===== config.mk =====
export PLATFORM = sky130hd
export DESIGN_NAME = phy_cal_seq
export DESIGN_NICKNAME = d
export VERILOG_FILES = /design/src/rtl/phy_cal_pkg.sv /design/src/rtl/phy_cal_word_sel.sv /design/src/rtl/phy_cal_fsm.sv /design/src/rtl/phy_cal_seq.sv
export SDC_FILE = /design/constraint.sdc
export NUM_CORES = 1
export LEC_CHECK = 0
export ABC_AREA = 1
export BUFFER_PORTS_ARGS = -buffer_cell sky130_fd_sc_hd__buf_2
export CAP_MARGIN = 20
export CORE_UTILIZATION = 46
export DETAILED_ROUTE_END_ITERATION = 8
export PLACE_DENSITY = 0.79
export SLEW_MARGIN = 10
export SYNTH_ARGS = -nofsm -noshare
export SYNTH_HDL_FRONTEND = slang
export SYNTH_SLANG_ARGS = --single-unit

===== constraint.sdc =====
create_clock -name clk -period 1.8 [get_ports clk]
set_clock_uncertainty 0.1 [all_clocks]
set_input_delay 0.09 -clock clk [delete_from_list [all_inputs] [get_ports clk]]
set_output_delay 0.09 -clock clk [all_outputs]
set_load 0.01 [all_outputs]

===== src/rtl/phy_cal_pkg.sv =====
package phy_cal_pkg;

  typedef enum logic [1:0] {
    ST_IDLE  = 2'd0,
    ST_ISSUE = 2'd1,
    ST_WAIT  = 2'd2
  } seq_state_t;

  // Receiver-detect measurement field, indexed by the reference clock code.
  function automatic logic [6:0] rxdet_field(input logic [2:0] sel);
    case (sel)
      3'd0, 3'd1: rxdet_field = 7'h04;
      3'd2, 3'd3: rxdet_field = 7'h08;
      3'd4, 3'd5: rxdet_field = 7'h20;
      3'd6:       rxdet_field = 7'h40;
      default:    rxdet_field = 7'h08;
    endcase
  endfunction

endpackage


===== src/rtl/phy_cal_word_sel.sv =====
module phy_cal_word_sel #(
  parameter int ADDR_W = 16,
  parameter int DATA_W = 16,
  parameter int SEL_W  = 3,
  parameter int STEP_W = 2
) (
  input  logic [STEP_W-1:0] step,
  input  logic [SEL_W-1:0]  sel,
  output logic [ADDR_W-1:0] addr,
  output logic [DATA_W-1:0] data
);
  import phy_cal_pkg::*;

  localparam int FIELD_LSB = 4;

  logic [DATA_W-1:0] meas_word;

  always_comb begin
    meas_word = '0;
    meas_word[FIELD_LSB +: 7] = rxdet_field(sel[2:0]);
  end

  always_comb begin
    case (step)
      2'd0: begin
        addr = ADDR_W'(16'h0015);
        data = DATA_W'({3'd5, 2'b00, 1'b1, 5'b00000, 5'd9});
      end
      2'd1: begin
        addr = ADDR_W'(16'h0012);
        data = DATA_W'({3'd5, 13'd0});
      end
      default: begin
        addr = ADDR_W'(16'h1010);
        data = meas_word;
      end
    endcase
  end

endmodule


===== src/rtl/phy_cal_fsm.sv =====
module phy_cal_fsm #(
  parameter int ADDR_W = 16,
  parameter int DATA_W = 16,
  parameter int SEL_W  = 3,
  parameter int STEPS  = 3
) (
  input  logic                      clk,
  input  logic                      rst,
  input  logic                      start,
  input  logic [SEL_W-1:0]          sel_in,
  output logic [SEL_W-1:0]          sel_q,
  output logic [$clog2(STEPS+1)-1:0] step_q,
  input  logic [ADDR_W-1:0]         next_addr,
  input  logic [DATA_W-1:0]         next_data,
  output logic                      req_o,
  output logic [ADDR_W-1:0]         addr_o,
  output logic [DATA_W-1:0]         data_o,
  input  logic                      done_i,
  input  logic                      err_i,
  output logic                      fin_o,
  output logic                      pass_o,
  output logic [$clog2(STEPS+1)-1:0] fail_o
);
  import phy_cal_pkg::*;

  localparam int STEP_W = $clog2(STEPS + 1);
  localparam logic [STEP_W-1:0] LAST = STEP_W'(STEPS - 1);

  seq_state_t state;

  always_ff @(posedge clk) begin
    if (rst) begin
      state  <= ST_IDLE;
      sel_q  <= '0;
      step_q <= '0;
      req_o  <= 1'b0;
      addr_o <= '0;
      data_o <= '0;
      fin_o  <= 1'b0;
      pass_o <= 1'b0;
      fail_o <= '0;
    end else begin
      fin_o <= 1'b0;
      case (state)
        ST_IDLE: begin
          if (start) begin
            sel_q  <= sel_in;
            step_q <= '0;
            state  <= ST_ISSUE;
          end
        end
        ST_ISSUE: begin
          req_o  <= 1'b1;
          addr_o <= next_addr;
          data_o <= next_data;
          state  <= ST_WAIT;
        end
        ST_WAIT: begin
          if (done_i) begin
            req_o <= 1'b0;
            if (err_i) begin
              fin_o  <= 1'b1;
              pass_o <= 1'b0;
              fail_o <= step_q + 1'b1;
              state  <= ST_IDLE;
            end else if (step_q == LAST) begin
              fin_o  <= 1'b1;
              pass_o <= 1'b1;
              fail_o <= '0;
              state  <= ST_IDLE;
            end else begin
              step_q <= step_q + 1'b1;
              state  <= ST_ISSUE;
            end
          end
        end
        default: state <= ST_IDLE;
      endcase
    end
  end

  // request, address and data held until the port master answers
  assert_req_hold_R5: assert property (@(posedge clk) disable iff (rst)
    (req_o && !done_i) |=> (req_o && $stable(addr_o) && $stable(data_o)));

  // a failed write ends the sequence with no further request
  assert_abort_on_err_R6: assert property (@(posedge clk) disable iff (rst)
    (req_o && done_i && err_i) |=> (!req_o && fin_o && !pass_o));

  // completion is a single-cycle pulse
  assert_done_pulse_R7: assert property (@(posedge clk) disable iff (rst)
    fin_o |=> !fin_o);

  // pass flag and failure code agree at completion
  assert_result_consistent_R7: assert property (@(posedge clk) disable iff (rst)
    fin_o |-> (pass_o == (fail_o == '0)));

  // request drops for at least one cycle after each answered write
  assert_req_gap_R4: assert property (@(posedge clk) disable iff (rst)
    (req_o && done_i) |=> !req_o);

  // the latched clock code does not change while a sequence runs
  assert_sel_held_R8: assert property (@(posedge clk) disable iff (rst)
    (state != ST_IDLE) |=> $stable(sel_q));

endmodule


===== src/rtl/phy_cal_seq.sv =====
module phy_cal_seq #(
  parameter int ADDR_W = 16,
  parameter int DATA_W = 16,
  parameter int SEL_W  = 3
) (
  input  logic              clk,
  input  logic              rst,
  input  logic              start,
  input  logic [SEL_W-1:0]  refclk_sel,
  output logic              wr_req,
  output logic [ADDR_W-1:0] wr_addr,
  output logic [DATA_W-1:0] wr_data,
  input  logic              wr_done,
  input  logic              wr_err,
  output logic              cal_done,
  output logic              cal_pass,
  output logic [1:0]        cal_fail_step
);
  localparam int STEPS  = 3;
  localparam int STEP_W = $clog2(STEPS + 1);

  logic [SEL_W-1:0]  sel_q;
  logic [STEP_W-1:0] step_q;
  logic [ADDR_W-1:0] next_addr;
  logic [DATA_W-1:0] next_data;
  logic [STEP_W-1:0] fail_code;

  phy_cal_word_sel #(
    .ADDR_W(ADDR_W), .DATA_W(DATA_W), .SEL_W(SEL_W), .STEP_W(STEP_W)
  ) u_word (
    .step(step_q),
    .sel (sel_q),
    .addr(next_addr),
    .data(next_data)
  );

  phy_cal_fsm #(
    .ADDR_W(ADDR_W), .DATA_W(DATA_W), .SEL_W(SEL_W), .STEPS(STEPS)
  ) u_fsm (
    .clk      (clk),
    .rst      (rst),
    .start    (start),
    .sel_in   (refclk_sel),
    .sel_q    (sel_q),
    .step_q   (step_q),
    .next_addr(next_addr),
    .next_data(next_data),
    .req_o    (wr_req),
    .addr_o   (wr_addr),
    .data_o   (wr_data),
    .done_i   (wr_done),
    .err_i    (wr_err),
    .fin_o    (cal_done),
    .pass_o   (cal_pass),
    .fail_o   (fail_code)
  );

  assign cal_fail_step = fail_code;

endmodule


==> flow_metrics.tcl <==
set metrics [dict create \
    fp.dieW_microns 49.3 \
    rows 16 \
    synth_area_leaders "dfxtp_1, buf_4, a21oi_1, nand2_1, nor2_1" \
    grt.total_usage_pct 15.8 \
    synthToLayoutAreaGrowth_pct 14.3 \
    drt-initial-drc-count 5 \
    boundaryPins 45 \
    initial_core_util_pct 50.5 \
    synth_cell_types 18 \
    avgViaCountPerCell 4.52 \
    core_area_sq_um 2040 \
    syn_inst 137 \
    crit_path_end_kind "register" \
    fin_nets 179 \
    die_area_sq_um 2430 \
    path_buf_inv 1 \
    crit_chain "inv_1 -> ha_1 -> o21ai_0 -> nand2_1 -> nor2_1 -> nor2_1 -> nor2_1" \
    drtPass1Iterations 4 \
    setup_violations 0 \
    netlist_area_sq_um 1030 \
    antenna_found_initial 0 \
    hold_class "input pin to register" \
    yosysSeqAreaShare_pct 40.8 \
    p_leak_nw 0.580 \
    critPathKind "register to register" \
    grt_max_degree 14 \
    grt_pass1_wl_mm 2.98 \
    dp_hpwl_mm 1.35 \
    path_clk_slew_ns 0.12 \
    cts.sinks 21 \
    cts_post_setup_buffers_inserted 0 \
    drc 0 \
    p_per_area_nw_per_um2 891 \
    reg2reg_slack_ns 0.22 \
    finalCritPeriodShare_pct 87.5 \
    grt-ovfl-total 0 \
    cts-root-buf "clkbuf_4" \
    numCtsBuffers 3 \
    cap_violations 0 \
    critPathLaunchType "register" \
    slowest_stage "dfxtp_1" \
    worst_ep_required_time_ns 1.96 \
    max_freq_ghz 0.635 \
    port_buffers 25 \
    yosysTopAreaCellShare_pct 40.8 \
    diodes 0 \
    gp_congestion 0.831 \
    layout-drive-gt1-share_pct 19.8 \
    grt_pass1_vias 756 \
    worstHoldPathCells 3 \
    post-route-cell-area_sq_um 1180 \
    postLayoutCoreUtil_pct 57.7 \
    layout_min_cycle_time_ns 1.58 \
    ys_ff_latch 21 \
    final_hold_viol_count 0 \
    cp.depth 7 \
    status "completed" \
    synth_top_cell_by_area "dfxtp_1" \
    arrival_ns 1.74 \
    slew_violations 0 \
    ant_nets 0 \
    wire_per_inst_microns 9.19 \
    dpl_cell_area_sq_um 1080 \
    rsz0062_at_grt "false" \
    clk_latency_ns 0.32 \
    vias 877 \
    cts_buffer_depth 2 \
    cpLargestDelayFamily "simple AND/OR/NAND/NOR gates" \
    tns_ns 0 \
    ff2ff_path_depth 7 \
    path_max_fanout 5 \
    post_synth.cell_area_avg_sq_um 7.53 \
    peakVddDrop_mv 0.423 \
    ys_warn_count 0 \
    die_h_microns 49.3 \
    slowest_delay_ns 0.37 \
    routed_wl_mm 1.78 \
    htreeDepth 1 \
    cts_tree "built" \
    cpMostUsedCell "nor2_1" \
]
## cell usage in the layout, fill, tap and decap left out
master and instances:
nor2_4 1, inv_1 11, o21a_1 1, o21ai_0 8, nand2_1 19, conb_1 19, dlygate4sd3_1 7, nor3_1 1
nand3_1 9, nand2_2 1, clkbuf_4 3, nand4_1 2, ha_1 3, clkinv_2 1, or2_2 1, nor2_1 18
buf_2 25, dfxtp_1 21, a21oi_1 15, inv_2 1
## worst reg2reg max path: cells and delay by family (launching register included)
| family | cells | cell delay [ns] |
|---|---|---|
| DFF | 1 | 0.37 |
| buffers and inverters | 1 | 0.10 |
| AOI/OAI and AO/OA | 1 | 0.31 |
| adders and majority gates | 1 | 0.22 |
| and+or+nand+nor | 4 | 0.43 |
## path summary, 6_finish.rpt
kind              startpoint         endpoint
min reg2reg  u_fsm.data_o[7]  u_fsm.data_o[7]
max          u_fsm.step_q[0]  u_fsm.step_q[0]
max reg2reg  u_fsm.step_q[0]  u_fsm.step_q[0]
min                    start   u_fsm.sel_q[2]
## metrics by stage
stage / cells / power (mW) / worst slack, ns / hold WS, ns
2_1_floorplan: 155 / 0.782 / 0.439 / 0.0591
3_3_place_gp: 183 / 0.806 / 0.347 / 0.266
3_5_place_dp: 183 / 0.815 / 0.256 / 0.275
4_1_cts: 194 / 1.05 / 0.226 / 0.0232
5_1_grt: 194 / 1.12 / 0.109 / 0.0477
6_report: 194 / 1.05 / 0.224 / 0.0228
## where the power goes
group	total [mW]	switching (mW)	internal, mW
sequential	0.543	0.0317	0.511
combinational	0.273	0.171	0.102
clock	0.233	0.150	0.0834
## cell type report
| type | count | area, sq um |
|---|---|---|
| inverters | 12 | 45.0 |
| well taps | 27 | 33.8 |
| repair buffers | 32 | 195 |
| clock inverters | 1 | 5.00 |
| multi-input cells | 98 | 457 |
| fillers | 192 | 863 |
| flip-flops and latches | 21 | 420 |
| clock buffers | 3 | 22.5 |
## state kept, by name, indices dropped and copies added (netlist names)
name / flops
u_fsm.fail_o: 2
u_fsm.step_q: 2
u_fsm.data_o: 5
u_fsm.req_o: 1
u_fsm.pass_o: 1
u_fsm.fin_o: 1
u_fsm.addr_o: 4
u_fsm.sel_q: 3
u_fsm.state: 2
## cells by family (layout without fill, tap and decap cells)
group	count (synthesis)	count (layout)	share of synthesized area, %
AO/OA/AOI/OAI	24	24	11.9
other	1	19	0.364
buffers and inverters	36	48	21.5
AND/OR/NAND/NOR	52	52	21.8
flip-flops	21	21	40.8
adder cells (fa/ha/maj)	3	3	3.64
## synth_stat cells
cell / instances
buf_4: 23
or2_2: 1
nand2_2: 1
inv_2: 1
nand4_1: 2
nor3_1: 1
ha_1: 3
o21a_1: 1
inv_1: 11
nand2_1: 19
nor2_4: 1
nand3_1: 9
a21oi_1: 15
nor2_1: 18
conb_1: 1
o21ai_0: 8
clkbuf_1: 1
dfxtp_1: 21
## metal layers
| layer | routed length (microns) | track usage, % | vias to the layer above |
|---|---|---|---|
| li1 | - | - | 456 |
| met1 | 762 | 16.8 | 385 |
| met2 | 887 | 28.3 | 33 |
| met3 | 98 | 3.12 | 3 |
| met4 | 34 | 9.31 | 0 |
| met5 | 0 | 0 | - |
## repair_timing
item | CTS | global route
gates resized for setup | 0 | 0
hold buffers | 7 | 0
setup endpoints to repair | 0 | 0
endpoints found under the hold margin | 8 | 0
Note: power is estimated with default switching activity, not from simulation.
